**src/rtl/tx_dma_pkg.sv**
```systemverilog
package tx_dma_pkg;
  typedef enum logic [2:0] {
    ST_IDLE,
    ST_DREQ,
    ST_DWAIT,
    ST_BREQ,
    ST_BWAIT,
    ST_BSEND,
    ST_WBACK
  } walk_st_t;
endpackage

```
**src/rtl/tx_byte_unpack.sv**
```systemverilog
// Holds one memory word and hands its bytes out lowest lane first.
module tx_byte_unpack #(
  parameter int W = 32,
  localparam int LANES = W / 8,
  localparam int CW = $clog2(LANES + 1)
) (
  input  logic          clk,
  input  logic          rst,
  input  logic          ld,
  input  logic [W-1:0]  ld_word,
  input  logic [CW-1:0] ld_cnt,
  input  logic          ld_last,
  output logic          out_valid,
  output logic [7:0]    out_data,
  output logic          out_last,
  input  logic          out_ready,
  output logic          busy
);
  logic [W-1:0]  word_q;
  logic [CW-1:0] cnt_q;
  logic          last_q;

  always_ff @(posedge clk) begin
    if (rst) begin
      word_q <= '0;
      cnt_q  <= '0;
      last_q <= 1'b0;
    end else if (ld) begin
      word_q <= ld_word;
      cnt_q  <= ld_cnt;
      last_q <= ld_last;
    end else if (cnt_q != '0 && out_ready) begin
      word_q <= word_q >> 8;
      cnt_q  <= cnt_q - CW'(1);
    end
  end

  assign out_valid = (cnt_q != '0);
  assign out_data  = word_q[7:0];
  assign out_last  = last_q && (cnt_q == CW'(1));
  assign busy      = out_valid;
endmodule

```
**src/rtl/tx_stream_steer.sv**
```systemverilog
// Sends the byte stream to one of two sinks.
module tx_stream_steer (
  input  logic       sel_lb,
  input  logic       in_valid,
  input  logic [7:0] in_data,
  input  logic       in_last,
  output logic       in_ready,
  output logic       tx_valid,
  output logic [7:0] tx_data,
  output logic       tx_last,
  input  logic       tx_ready,
  output logic       lb_valid,
  output logic [7:0] lb_data,
  output logic       lb_last,
  input  logic       lb_ready
);
  assign tx_valid = in_valid && !sel_lb;
  assign lb_valid = in_valid && sel_lb;
  assign tx_data  = in_data;
  assign lb_data  = in_data;
  assign tx_last  = in_last && !sel_lb;
  assign lb_last  = in_last && sel_lb;
  assign in_ready = sel_lb ? lb_ready : tx_ready;
endmodule

```
**src/rtl/tx_desc_dma.sv**
```systemverilog
module tx_desc_dma
  import tx_dma_pkg::*;
#(
  parameter int W         = 32,
  parameter int LEN_W     = 11,
  parameter int EMPTY_BIT = 31
) (
  input  logic         clk,
  input  logic         rst,
  input  logic         cfg_tx_en,
  input  logic         cfg_loopback,
  input  logic         dma_en_wr,
  input  logic         dma_en_wdata,
  input  logic         base_wr,
  input  logic [W-1:0] base_wdata,
  output logic         dma_en,
  output logic [W-1:0] desc_base,
  output logic         mem_req,
  output logic         mem_we,
  output logic [W-1:0] mem_addr,
  output logic [W-1:0] mem_wdata,
  input  logic         mem_gnt,
  input  logic         mem_rvalid,
  input  logic [W-1:0] mem_rdata,
  output logic         tx_valid,
  output logic [7:0]   tx_data,
  output logic         tx_last,
  input  logic         tx_ready,
  output logic         lb_valid,
  output logic [7:0]   lb_data,
  output logic         lb_last,
  input  logic         lb_ready,
  output logic         evt_sent,
  output logic         evt_underrun
);
  localparam int              LANES   = W / 8;
  localparam int              CW      = $clog2(LANES + 1);
  localparam logic [W-1:0]    STEP    = W'(LANES);
  localparam logic [LEN_W-1:0] LANES_L = LEN_W'(LANES);

  walk_st_t         st;
  logic             dma_en_q;
  logic [W-1:0]     base_q, ptr_q, buf_q, size_q, next_q;
  logic [1:0]       idx_q;
  logic [LEN_W-1:0] rem_q;
  logic             lb_sel_q, sent_q, und_q;

  logic             ld;
  logic [CW-1:0]    ld_cnt;
  logic             ld_last;
  logic             up_valid, up_last, up_ready, up_busy;
  logic [7:0]       up_data;

  assign ld      = (st == ST_BWAIT) && mem_rvalid;
  assign ld_cnt  = (rem_q >= LANES_L) ? CW'(LANES) : rem_q[CW-1:0];
  assign ld_last = (rem_q <= LANES_L);

  always_ff @(posedge clk) begin
    if (rst) begin
      st       <= ST_IDLE;
      dma_en_q <= 1'b0;
      base_q   <= '0;
      ptr_q    <= '0;
      buf_q    <= '0;
      size_q   <= '0;
      next_q   <= '0;
      idx_q    <= '0;
      rem_q    <= '0;
      lb_sel_q <= 1'b0;
      sent_q   <= 1'b0;
      und_q    <= 1'b0;
    end else begin
      sent_q <= 1'b0;
      und_q  <= 1'b0;
      if (base_wr) base_q <= {base_wdata[W-1:2], 2'b00};
      unique case (st)
        ST_IDLE: begin
          if (dma_en_wr) begin
            dma_en_q <= dma_en_wdata;
            if (dma_en_wdata && cfg_tx_en) begin
              ptr_q <= base_q;
              idx_q <= '0;
              st    <= ST_DREQ;
            end
          end
        end
        ST_DREQ: if (mem_gnt) st <= ST_DWAIT;
        ST_DWAIT: begin
          if (mem_rvalid) begin
            case (idx_q)
              2'd0:    buf_q  <= mem_rdata;
              2'd1:    size_q <= mem_rdata;
              default: next_q <= mem_rdata;
            endcase
            if (idx_q == 2'd2) begin
              if (size_q[EMPTY_BIT]) begin
                dma_en_q <= 1'b0;
                und_q    <= 1'b1;
                st       <= ST_IDLE;
              end else begin
                rem_q    <= size_q[LEN_W-1:0];
                lb_sel_q <= cfg_loopback;
                st       <= (size_q[LEN_W-1:0] == '0) ? ST_WBACK : ST_BREQ;
              end
            end else begin
              idx_q <= idx_q + 2'd1;
              st    <= ST_DREQ;
            end
          end
        end
        ST_BREQ: if (mem_gnt) st <= ST_BWAIT;
        ST_BWAIT: begin
          if (mem_rvalid) begin
            rem_q <= rem_q - LEN_W'(ld_cnt);
            buf_q <= buf_q + STEP;
            st    <= ST_BSEND;
          end
        end
        ST_BSEND: if (!up_busy) st <= (rem_q == '0) ? ST_WBACK : ST_BREQ;
        ST_WBACK: begin
          if (mem_gnt) begin
            sent_q <= 1'b1;
            ptr_q  <= next_q;
            idx_q  <= '0;
            st     <= ST_DREQ;
          end
        end
        default: st <= ST_IDLE;
      endcase
    end
  end

  always_comb begin
    case (st)
      ST_DREQ:  mem_addr = ptr_q + W'(idx_q) * STEP;
      ST_BREQ:  mem_addr = buf_q;
      ST_WBACK: mem_addr = ptr_q + STEP;
      default:  mem_addr = ptr_q;
    endcase
  end

  assign mem_req      = (st == ST_DREQ) || (st == ST_BREQ) || (st == ST_WBACK);
  assign mem_we       = (st == ST_WBACK);
  assign mem_wdata    = size_q | (W'(1) << EMPTY_BIT);
  assign dma_en       = dma_en_q;
  assign desc_base    = base_q;
  assign evt_sent     = sent_q;
  assign evt_underrun = und_q;

  tx_byte_unpack #(.W(W)) u_unpack (
    .clk(clk), .rst(rst), .ld(ld), .ld_word(mem_rdata), .ld_cnt(ld_cnt),
    .ld_last(ld_last), .out_valid(up_valid), .out_data(up_data),
    .out_last(up_last), .out_ready(up_ready), .busy(up_busy)
  );

  tx_stream_steer u_steer (
    .sel_lb(lb_sel_q), .in_valid(up_valid), .in_data(up_data), .in_last(up_last),
    .in_ready(up_ready), .tx_valid(tx_valid), .tx_data(tx_data), .tx_last(tx_last),
    .tx_ready(tx_ready), .lb_valid(lb_valid), .lb_data(lb_data), .lb_last(lb_last),
    .lb_ready(lb_ready)
  );
endmodule

```
**config.mk**
```make
export PLATFORM = sky130hd
export DESIGN_NAME = tx_desc_dma
export DESIGN_NICKNAME = d
export VERILOG_FILES = /design/src/rtl/tx_dma_pkg.sv /design/src/rtl/tx_byte_unpack.sv /design/src/rtl/tx_stream_steer.sv /design/src/rtl/tx_desc_dma.sv
export SDC_FILE = /design/constraint.sdc
export NUM_CORES = 1
export LEC_CHECK = 0
export BUFFER_PORTS_ARGS = -buffer_cell sky130_fd_sc_hd__buf_4
export CORE_UTILIZATION = 45
export DETAILED_ROUTE_END_ITERATION = 10
export PLACE_DENSITY = 0.66
export REMOVE_ABC_BUFFERS = 1
export SLEW_MARGIN = 5
export SYNTH_ARGS = -nofsm -noshare
export SYNTH_HDL_FRONTEND = slang
export SYNTH_HIERARCHICAL = 1
export SYNTH_SLANG_ARGS = --single-unit
```
**constraint.sdc**
```tcl
create_clock -name clk -period 4.2 [get_ports clk]
set_input_delay 0.21 -clock clk [delete_from_list [all_inputs] [get_ports clk]]
set_output_delay 0.21 -clock clk [all_outputs]
set_load 0.02 [all_outputs]
```
==> results of run 1 <==
-- metal layers --
layer	wire, µm	share of wire (%)
met1	18500	45
met4	1340	3.2
met2	19000	46
met5	0	0
met3	2660	6.4
-- final cells by class --
cell class	instances	area (µm²)
clock buffers	36	717
clock inverters	10	134
fillers	2607	12100
inverters	42	160
multi-input cells	1198	6970
flip-flops and latches	214	4290
well taps	341	427
repair buffers	279	2270
-- layout by cell type (no fill, tap or decap), drive strengths merged, types with 39 or more instances in the layout --
cell type,netlist,routed
dfxtp,214,214
nor2,164,164
mux2i,42,42
a311oi,39,39
buf,93,216
o21ai,60,60
inv,41,42
a21oi,146,146
nand2,296,296
dlygate4sd3,0,63
-- sequential cells by signal, indices dropped and copies added (netlist names) --
name             count
dma_en               1
evt_underrun         1
u_unpack/last_q      1
idx_q                2
u_unpack/cnt_q       3
lb_sel_q             1
buf_q               32
u_unpack/word_q     32
size_q              32
st                   3
next_q              32
rem_q               11
desc_base           30
evt_sent             1
ptr_q               32
-- worst max-delay path, cell delays in order (launching register included) --
cell and delay (ps):
sky130_fd_sc_hd__dfxtp_1 300, sky130_fd_sc_hd__nand3b_1 200, sky130_fd_sc_hd__nand2_1 100, sky130_fd_sc_hd__ha_1 190, sky130_fd_sc_hd__inv_1 60, sky130_fd_sc_hd__fa_1 440
sky130_fd_sc_hd__nand4b_1 370, sky130_fd_sc_hd__nor2_1 420, sky130_fd_sc_hd__nand4_1 160, sky130_fd_sc_hd__nor3b_1 190, sky130_fd_sc_hd__nor3_1 420, sky130_fd_sc_hd__buf_4 230
-- path summary, 6_finish.rpt --
kind / start / end / slack, ps / cells after the start
setup / recovery: st[0] / mem_addr[24] / 370 / 11
hold / removal: mem_rdata[13] / next_q[13] / 10 / 3
setup reg to reg: st[2] / u_unpack/word_q[5] / 1160 / 7
hold reg to reg: next_q[22] / next_q[22] / 450 / 2
-- through the flow --
| step | cell area, µm² | util (%) | setup slack, ps | hold slack [ps] |
|---|---|---|---|---|
| CTS | 15000 | 55.4 | 426 | 0.948 |
| global placement | 13500 | 49.9 | 1010 | 440 |
| floorplan | 11400 | - | -1970 | 279 |
| detailed placement | 13500 | 49.9 | 999 | 447 |
| global route | 15000 | 55.4 | 223 | 13.3 |
| finish | 15000 | 55.4 | 372 | 13.9 |
-- report_power, final --
group | internal, mW | switching (mW) | leakage (nW) | total, mW
clock network | 1.37 | 0.899 | 0.414 | 2.27
registers | 2.15 | 0.108 | 1.74 | 2.26
logic | 0.436 | 0.629 | 3.39 | 1.07
total | 3.95 | 1.64 | 5.54 | 5.59
-- logic make-up (layout without fill, tap and decap cells) --
kind of cell,count (synthesis),after routing,share of synthesized area (%)
AOI/OAI and AO/OA,431,431,23.9
xor gates and xnor gates,1,1,0.0705
adders and majority gates,22,22,2.09
buffers and inverters,241,367,9.52
DFF,214,214,34.5
muxes,47,47,3.87
other,2,5,0.0605
and+or+nand+nor,692,692,26.0
-- repair_timing --
item                                   CTS  global route
endpoints found under the hold margin   98             0
hold buffers                            63             0
gates resized for setup                  0             0
==> metrics.cfg, run 1 <==
[timing]
finalHoldViolations = 0
slew_headroom_pct = 34.5
worst_slew_pin_slew_ps = 975
total_of_endpoints_with_negative_setup_slack_in_the_final_report = 0
timing.fmax_ghz = 0.261
shortest_clock_period_the_worst_path_allows_after_layout_ps = 3830
clock_skew_ps = 10.1
unrepaired_setup_endpoints_after_global_routing = no
tns_ps = 0
timing_max_transition_violations_final = 0
final_min_period_over_clock_period_pct = 91.1

[critical_path]
critPathCaptureType = output pin
category_of_the_critical_setup_timing_path = reg -> out
crit_path_start_kind = flip-flop
worst_path_max_fanout = 5
cp.required_ps = 3990
cp_data_arrival_time_ps = 3620

[logic_synthesis]
syn_inst = 1650
synthDistinctLibCells = 84
ys_top_cells_by_count = sky130_fd_sc_hd__nand2_1 (295), sky130_fd_sc_hd__dfxtp_1 (214), sky130_fd_sc_hd__nor2_1 (164), sky130_fd_sc_hd__a21oi_1 (146), sky130_fd_sc_hd__clkbuf_1 (106)
synth_seq_cells = 214
post_synth_instance_area_um2 = 12400
cell_with_the_most_instances_after_synthesis = sky130_fd_sc_hd__nand2_1
top_area_cells_in_the_synthesized_netlist = sky130_fd_sc_hd__dfxtp_1 (35%), sky130_fd_sc_hd__nand2_1 (8.9%), sky130_fd_sc_hd__a21oi_1 (5.9%)
yosys_warnings = 6
synth-edff-count = 0
synthDominantAreaCellType = sky130_fd_sc_hd__dfxtp_1
ys_seq_area_share_pct = 34.5
ys_async_sr_fraction_pct = 0
synth.avg_cell_area_um2 = 7.53
dominantRegCellSynth = sky130_fd_sc_hd__dfxtp_1
synth.top_cell.area_share_pct = 34.5

[global_route]
groute.layer.met1.usage_pct = 39.4
grt_antenna_before_repair = 0
grt_start_max_net_pins = 108
grt-ovfl-total = 0
grt_util_all_layers_pct = 28.7
number_of_global_route_vias_before_repair = 11511
grt_first_pass_wirelength_mm = 64.9
gr-usage-met2_pct = 46.6
grt_most_used_layer = met2
grt_use_met3_pct = 3.36

[cts]
cts.root.buffer_cell = sky130_fd_sc_hd__clkbuf_16
clock-sinks = 214
buffers_from_clock_root_to_sink_at_most = 3
cts.clk_slew.worst_paths_ps = 60
clock_tree_from_tritoncts = built
clock_tree.htree_level_count = 1
cts_setup_buffers = 0
worst_skew_pair_later_pin_latency_ps = 530
cts_buffers = 25

[route]
drtIter0Drc = 1275
num_vias = 12651
wl_per_cell_um = 19.6
via_per_inst = 5.97
detail_route.first_pass.iterations = 8
postRouteWirelength_mm = 41.5
antenna_violating_nets_post_route = 0
drc_errors = 0

[cells_and_area]
drive_gt1_share_pct = 17.0
area_growth_syn_to_layout_pct = 20.5
finish.net_count = 1847
diodes = 0
post_layout_nonfiller_instances = 2120

[place]
numPortBuffers = 190
dp.cells = 2011
hpwlAfterDp_mm = 27.4
gp_routability_congestion = 0.959

[die]
rows = 60
initial_utilization_pct = 45.9
dieHeight_um = 168
fp.dieArea_um2 = 28300
io_pins = 196
fp.coreArea_um2 = 27000
die_w_um = 168

[hold_path]
hold_path_class = in -> reg

[pwr]
p_leak_nw = 5.54
post-layout-total-power_mw = 5.59
p_per_area_nw_per_um2 = 374
power.ir.vdd_worst_mv = 0.247

[outcome]
status = completed

[run]
maxCapViolCount = 0

Note: power is estimated with default switching activity, not from simulation.
==> run 2: changes to the inputs <==
--- a/config.mk
+++ b/config.mk
@@ -13,5 +13,4 @@
 export SLEW_MARGIN = 5
 export SYNTH_ARGS = -nofsm -noshare
 export SYNTH_HDL_FRONTEND = slang
-export SYNTH_HIERARCHICAL = 1
 export SYNTH_SLANG_ARGS = --single-unit
==> run 2 against run 1 <==
Against the previous run: routed wire length decreased by 10%; via count decreased by 7.2%; sequential share of layout area up 2.0 points; count of clock-buffer cells in the layout increased by 3; cell count down 5.5%; sequential power grew 8%; register-to-register slack better by 230 ps; global-route usage fell by 1.0 points; clock power shrank 9.7%; worst hold slack lost 7.8 ps; critical endpoint unchanged.
==> metrics.cfg, run 2 <==
[outcome]
status = completed

[cts]
worst_skew_pair_later_pin_latency_ps = 520  ; about the same
cts_buffers = 24  ; -4.0%
clock_tree.htree_level_count = 1  ; unchanged
cts.clk_slew.worst_paths_ps = 60  ; about the same
cts.root.buffer_cell = sky130_fd_sc_hd__clkbuf_16
clock-sinks = 214  ; unchanged
clock_tree_from_tritoncts = built
cts_resized = 0  ; unchanged
buffers_from_clock_root_to_sink_at_most = 3  ; unchanged

[global_route]
number_of_global_route_vias_before_repair = 10599  ; -7.9%
grt-ovfl-total = 0  ; unchanged
grt_antenna_before_repair = 0  ; unchanged
grt_first_pass_wirelength_mm = 58.0  ; -11%
grt_start_max_net_pins = 92  ; -15%
grt_util_all_layers_pct = 27.7  ; -1.0 points

[critical_path]
worstPathCellList = nand3b_1 > buf_4 > nand2_1 > ha_1 > inv_1 > fa_1 > nand3b_1 > nor2_1 > nand3_1 > o311ai_0 > buf_4
cp.required_ps = 3990  ; about the same
worst-r2r-cell-count = 7  ; unchanged
worst_path_max_delay_cell = sky130_fd_sc_hd__o311ai_0
critical_path_buf_inv_count = 3  ; +1
slowest_delay_ps = 560  ; +120 ps
cp_data_arrival_time_ps = 3760  ; +140 ps
reg2reg_from = st[2]
worst_path_max_fanout = 13  ; +8
worst-r2r-setup-slack_ps = 1390  ; +230 ps
category_of_the_critical_setup_timing_path = reg -> out
critPathTopFamily = simple AND/OR/NAND/NOR gates
crit_path_start_kind = flip-flop
critPathCaptureType = output pin
r2r-end = buf_q[7]

[cells_and_area]
layout.cells.most_common = sky130_fd_sc_hd__nand2_1
area_growth_syn_to_layout_pct = 22.7
final_core_utilization_pct = 56.8  ; +1.4 points
diodes = 0  ; unchanged
multi_input_area_um2 = 6170  ; -12%
drive_gt1_share_pct = 16.0  ; -1.0 points
seqCellArea_um2 = 4280  ; about the same
layout.filler_cells = 2388  ; -8.4%
layout.cells.most_common_list = sky130_fd_sc_hd__nand2_1 (327), sky130_fd_sc_hd__dfxtp_1 (214), sky130_fd_sc_hd__buf_4 (211)
finish.net_count = 1750  ; -5.3%

[logic_synthesis]
synth.top_cell.area_share_pct = 37.6  ; +3.1 points
top_area_cells_in_the_synthesized_netlist = sky130_fd_sc_hd__dfxtp_1 (38%), sky130_fd_sc_hd__nand2_1 (11%), sky130_fd_sc_hd__a21oi_1 (5.8%)
ys_seq_area_share_pct = 37.6  ; +3.1 points
synthDistinctLibCells = 76  ; -9.5%
synth_seq_cells = 214  ; unchanged
dominantRegCellSynth = sky130_fd_sc_hd__dfxtp_1
ys_top_cells_by_count = sky130_fd_sc_hd__nand2_1 (327), sky130_fd_sc_hd__dfxtp_1 (214), sky130_fd_sc_hd__nor2_1 (169), sky130_fd_sc_hd__a21oi_1 (133), sky130_fd_sc_hd__clkbuf_1 (89)
synthDominantAreaCellType = sky130_fd_sc_hd__dfxtp_1
synth.avg_cell_area_um2 = 7.44  ; -1.1%
yosys_warnings = 0  ; -6
ys_async_sr_fraction_pct = 0  ; unchanged
syn_inst = 1530  ; -7.3%
synth-edff-count = 0  ; unchanged
cell_with_the_most_instances_after_synthesis = sky130_fd_sc_hd__nand2_1
post_synth_instance_area_um2 = 11400  ; -8.3%

[timing]
worst_slew_pin_slew_ps = 1030  ; +56.5 ps
setup_ws_final_ps = 227  ; -145 ps
shortest_clock_period_the_worst_path_allows_after_layout_ps = 3970  ; +145 ps
finalHoldViolations = 0  ; unchanged
tns_ps = 0  ; unchanged
unrepaired_setup_endpoints_after_global_routing = no
timing_max_transition_violations_final = 0  ; unchanged
total_of_endpoints_with_negative_setup_slack_in_the_final_report = 0  ; unchanged
timing.fmax_ghz = 0.252  ; -3.6%
final_min_period_over_clock_period_pct = 94.6  ; +3.4 points
slew_headroom_pct = 31.0  ; -3.5 points
clock_skew_ps = 13.6  ; +3.50 ps

[pwr]
p_leak_nw = 5.16  ; -6.9%
share_of_total_power_consumed_by_net_switching_pct = 32.8  ; +3.5 points
share_comb_of_total_power_pct = 26.5  ; +7.4 points
seq_power_share_pct = 39.9  ; -0.5 points
cellInternalPower_mw = 4.11  ; +3.9%
power.ir.vdd_worst_mv = 0.265  ; +7.0%
p_per_area_nw_per_um2 = 437  ; +17%
clock_power_share_pct = 33.5  ; -7.1 points
switching_power_mw = 2.00  ; +22%

[die]
rows = 57  ; -5.0%
die_w_um = 161  ; -4.2%
fp.coreArea_um2 = 24600  ; -9.0%
fp.dieArea_um2 = 25900  ; -8.2%
initial_utilization_pct = 46.3  ; +0.34 points
io_pins = 196  ; unchanged
dieHeight_um = 161  ; -4.2%

[place]
dp_worst_setup_slack_ps = 880  ; -119 ps
numPortBuffers = 190  ; unchanged
hpwlAfterDp_mm = 25.1  ; -8.6%
gp_routability_congestion = 0.908  ; -5.3%

[route]
num_vias = 11742  ; -7.2%
drtIter0Drc = 1071  ; -16%
drc_errors = 0  ; unchanged
wl_met1_mm = 16.4  ; -12%
maxUsedRoutingLayer = met4
antenna_violating_nets_post_route = 0  ; unchanged
detail_route.first_pass.iterations = 5  ; -3
wl_per_cell_um = 18.5  ; -5.2%
via_per_inst = 5.86  ; -1.8%
met3_length_mm = 2.18  ; -18%
wire_length_on_met2_mm = 17.2  ; -9.5%
postRouteWirelength_mm = 37.2  ; -10%

[hold_path]
whs_endpoint = size_q[7]
min_path_cells = 3  ; unchanged
hold_path_class = in -> reg
hold_start = mem_rdata[7]

[run]
maxCapViolCount = 0  ; unchanged

-- run 2: cell count changes in the layout (fill, tap and decap cells not counted), sizes merged, moves of 8 or more --
cell and change:
nor2b -22, a2111oi -26, nor3 -9, a21oi -13, maj3 -10, o21ai +10
nand2 +31, a311oi +27, inv -17, nor4b -8
-- run 2: power by group through the flow --
| stage | Clock (mW) | Combinational, mW | Sequential (mW) |
|---|---|---|---|
| 6_report | 2.05 | 1.62 | 2.44 |
| 3_3_place_gp | 0 | 1.55 | 2.47 |
| 4_1_cts | 2.09 | 1.62 | 2.44 |
| 2_1_floorplan | 0 | 0.835 | 2.56 |
| 3_5_place_dp | 0 | 1.57 | 2.48 |
| 5_1_grt | 2.16 | 1.78 | 2.46 |
-- run 2: what timing repair did --
action	4_1_cts	5_1_grt
setup endpoints to repair	0	0
hold buffers	62	1
endpoints found under the hold margin	105	1
buffers inserted	0	0
-- run 2: per-layer routing --
metal	vias up	track usage, %
met4	0	10.8
met1	5564	37.1
li1	5653	-
met5	-	0
met2	441	45.4
met3	84	3.54
-- run 2: kinds of logic (layout without fill, tap and decap cells) --
logic type               after synthesis  count (layout)  share of synthesized area [%]
XOR/XNOR                               2               2                          0.154
buffers and inverters                197             344                           8.44
multiplexers                          37              37                           3.26
adder cells (fa/ha/maj)               12              12                           1.38
flip-flops                           214             214                           37.6
AND/OR/NAND/NOR                      662             662                           25.9
AO/OA/AOI/OAI                        404             404                           23.2
other                                  2               5                         0.0659
-- run 2: layout make-up --
| class | instances | area share, % |
|---|---|---|
| clock buffers | 39 | 5.36 |
| clock inverters | 4 | 0.188 |
| inverters | 25 | 0.672 |
| multi-input cells | 1122 | 44.1 |
| flip-flops and latches | 214 | 30.7 |
| well taps | 324 | 2.90 |
| repair buffers | 276 | 16.1 |
-- run 2: worst max path at each step --
| stage | start | depth (start not counted) | end |
|---|---|---|---|
| finish | st[0] | 11 | mem_addr[24] |
| global route | st[0] | 11 | mem_addr[24] |
| CTS | st[0] | 11 | mem_addr[24] |
| detailed placement | st[0] | 11 | mem_addr[24] |
| global placement | st[0] | 11 | mem_addr[22] |
| floorplan | st[2] | 5 | u_unpack.cnt_q[2] |
-- run 2: stage by stage --
step	instance area, µm²	hold WS, ps	total power [mW]	cells
final	14000	6.07	6.11	2004
after CTS	14000	2.55	6.14	2003
after global placement	12600	438	4.02	1898
after global routing	14000	18.4	6.41	2004
after detailed placement	12600	447	4.04	1898
after floorplan	10500	279	3.39	1361
-- run 2: worst reg2reg max path: stages (launching register included) --
cell and delay (ps):
sky130_fd_sc_hd__dfxtp_1 330, sky130_fd_sc_hd__buf_4 440, sky130_fd_sc_hd__nor2b_1 420, sky130_fd_sc_hd__o21a_1 800, sky130_fd_sc_hd__buf_4 370, sky130_fd_sc_hd__nand2_1 80
sky130_fd_sc_hd__a22oi_1 180, sky130_fd_sc_hd__nor2_1 60
==> run 3: changes to the inputs <==
--- a/config.mk
+++ b/config.mk
@@ -6,11 +6,12 @@
 export NUM_CORES = 1
 export LEC_CHECK = 0
 export BUFFER_PORTS_ARGS = -buffer_cell sky130_fd_sc_hd__buf_4
-export CORE_UTILIZATION = 45
+export CORE_UTILIZATION = 49
 export DETAILED_ROUTE_END_ITERATION = 10
-export PLACE_DENSITY = 0.66
+export PLACE_DENSITY = 0.71
 export REMOVE_ABC_BUFFERS = 1
 export SLEW_MARGIN = 5
 export SYNTH_ARGS = -nofsm -noshare
 export SYNTH_HDL_FRONTEND = slang
+export SYNTH_HIERARCHICAL = 1
 export SYNTH_SLANG_ARGS = --single-unit
==> run 3 against run 2 <==
Against the previous run: final area rose by 6.6%; sequential share of layout area shrank 1.9 points; non-clock buffer count increased by 4; flip-flop and latch count unchanged; largest cell class unchanged; largest power group unchanged; via count up 7.5%; critical path type unchanged; critical endpoint unchanged.
==> metrics.cfg, run 3 (synthesis results as in run 1) <==
[place]
dp_worst_setup_slack_ps = 1040  ; +156 ps
post_dp_cell_area_um2 = 13500  ; +7.3%
hpwlAfterDp_mm = 27.1  ; +8.1%
gp_routability_congestion = 0.969  ; +6.8%
numPortBuffers = 190  ; unchanged

[outcome]
status = completed

[cells_and_area]
drive_gt1_share_pct = 16.8  ; +0.81 points
diodes = 0  ; unchanged
finish.net_count = 1847  ; +5.5%
post-route-cell-area_um2 = 14900  ; +6.6%
layout.cells.most_common_list = sky130_fd_sc_hd__nand2_1 (295), sky130_fd_sc_hd__buf_4 (214), sky130_fd_sc_hd__dfxtp_1 (212)
seqCellArea_um2 = 4290  ; about the same
multi_input_area_um2 = 6970  ; +13%
layout.filler_cells = 2306  ; -3.4%
area_growth_syn_to_layout_pct = 19.9
layout.cells.most_common = sky130_fd_sc_hd__nand2_1

[cts]
worst_skew_pair_later_pin_latency_ps = 540  ; +20 ps
cts_setup_buffers = 0  ; unchanged
clock_tree_from_tritoncts = built
clock-sinks = 214  ; unchanged
cts.root.buffer_cell = sky130_fd_sc_hd__clkbuf_16
postCtsHoldBufs = 63  ; +1.6%
clock_tree.htree_level_count = 1  ; unchanged
buffers_from_clock_root_to_sink_at_most = 3  ; unchanged
cts_buffers = 24  ; unchanged
cts_resized = 0  ; unchanged
cts.clk_slew.worst_paths_ps = 60  ; about the same

[critical_path]
critPathTopFamily = simple AND/OR/NAND/NOR gates
worstPathCellList = nand3b_1 > nand2_1 > ha_1 > inv_1 > fa_1 > nand4b_1 > nor2_1 > nand4_1 > nor3b_1 > nor3_1 > buf_4
category_of_the_critical_setup_timing_path = reg -> out
critical_path_buf_inv_count = 2  ; -1
cp.required_ps = 3990  ; about the same
worst_path_max_fanout = 5  ; -8
cp_data_arrival_time_ps = 3590  ; -170 ps
crit_path_start_kind = flip-flop
slowest_delay_ps = 450  ; -110 ps
worst-r2r-setup-slack_ps = 1240  ; -150 ps
worst_path_max_delay_cell = sky130_fd_sc_hd__nor2_1
critPathCaptureType = output pin

[timing]
final_min_period_over_clock_period_pct = 90.5  ; -4.1 points
timing.fmax_ghz = 0.263  ; +4.6%
worst_slew_pin_slew_ps = 1020  ; -15.3 ps
setup_ws_final_ps = 401  ; +174 ps
finalHoldViolations = 0  ; unchanged
tns_ps = 0  ; unchanged
unrepaired_setup_endpoints_after_global_routing = no
slew_headroom_pct = 31.6  ; +0.65 points
clock_skew_ps = 22.4  ; +8.78 ps
timing_max_transition_violations_final = 0  ; unchanged
total_of_endpoints_with_negative_setup_slack_in_the_final_report = 0  ; unchanged
shortest_clock_period_the_worst_path_allows_after_layout_ps = 3800  ; -174 ps

[die]
dieHeight_um = 161  ; about the same
fp.coreArea_um2 = 24600  ; unchanged
fp.dieArea_um2 = 26000  ; +0.12%
rows = 57  ; unchanged
io_pins = 196  ; unchanged
initial_utilization_pct = 50.5  ; +4.2 points
die_w_um = 161  ; about the same

[route]
via_per_inst = 6.01  ; +2.6%
postRouteWirelength_mm = 40.8  ; +9.7%
drc_errors = 0  ; unchanged
antenna_violating_nets_post_route = 0  ; unchanged
detail_route.first_pass.iterations = 5  ; unchanged
wl_per_cell_um = 19.4  ; +4.6%
num_vias = 12626  ; +7.5%
drtIter0Drc = 1295  ; +21%

[pwr]
p_leak_nw = 5.51  ; +6.8%
p_per_area_nw_per_um2 = 362  ; -17%
power.ir.vdd_worst_mv = 0.302  ; +14%

[global_route]
grt_util_all_layers_pct = 30.8  ; +3.1 points
grt_start_max_net_pins = 113  ; +23%
grt_antenna_before_repair = 0  ; unchanged
grt-ovfl-total = 0  ; unchanged
number_of_global_route_vias_before_repair = 11619  ; +9.6%
grt_first_pass_wirelength_mm = 64.1  ; +11%

[run]
maxCapViolCount = 0  ; unchanged

[hold_path]
hold_path_class = in -> reg

-- run 3: cell count changes in the layout (fill, tap and decap cells not counted), moves of 13 or more --
cell	change
sky130_fd_sc_hd__a311oi_1	-27
sky130_fd_sc_hd__nand2_1	-32
sky130_fd_sc_hd__inv_1	+14
sky130_fd_sc_hd__a21oi_1	+13
sky130_fd_sc_hd__nor2b_1	+21
sky130_fd_sc_hd__a2111oi_2	+16
-- run 3: worst paths after layout --
kind                                   start                 end  cells past startpoint
worst max-delay path                   st[0]        mem_addr[24]                     11
worst min-delay path            mem_rdata[6]           size_q[6]                      3
worst max register to register         st[2]  u_unpack/word_q[4]                      7
worst min register to register     next_q[6]           next_q[6]                      2
-- run 3: report_power, final --
part / internal [mW] / switching (mW) / leakage (nW) / total (mW)
logic: 0.437 / 0.624 / 3.40 / 1.06
clock network: 1.21 / 0.868 / 0.379 / 2.08
registers: 2.15 / 0.108 / 1.74 / 2.26
-- run 3: worst reg2reg max path, cell delays in order (launching register included) --
cell and delay [ps]:
sky130_fd_sc_hd__dfxtp_2 320, sky130_fd_sc_hd__buf_4 550, sky130_fd_sc_hd__nor3b_2 310, sky130_fd_sc_hd__nand2_1 200
sky130_fd_sc_hd__inv_2 620, sky130_fd_sc_hd__buf_4 340, sky130_fd_sc_hd__a211oi_1 80, sky130_fd_sc_hd__a2111oi_2 400
-- run 3: cell type report --
class | instances | share of cell area (%)
repair buffers | 280 | 15.4
clock inverters | 6 | 0.496
multi-input cells | 1198 | 46.8
well taps | 324 | 2.72
clock buffers | 37 | 4.70
inverters | 42 | 1.08
flip-flops and latches | 214 | 28.8
-- run 3: metal layers --
layer	global-route usage (%)	share of wire, %	vias up
met3	4.11	7.5	86
met4	12.2	4.1	0
met2	48.7	45	509
li1	-	-	6051
met5	0	0	-
met1	42.4	44	5980
-- run 3: metrics by stage --
step / util (%) / power [mW] / std cells / hold WS (ps)
after floorplan: - / 2.86 / 1454 / 279
after global placement: 54.8 / 3.28 / 1995 / 442
after detailed placement: 54.8 / 3.30 / 1995 / 447
after CTS: 60.5 / 5.42 / 2101 / 1.24
after global routing: 60.5 / 5.61 / 2101 / 12.1
final: 60.5 / 5.40 / 2101 / 17.4
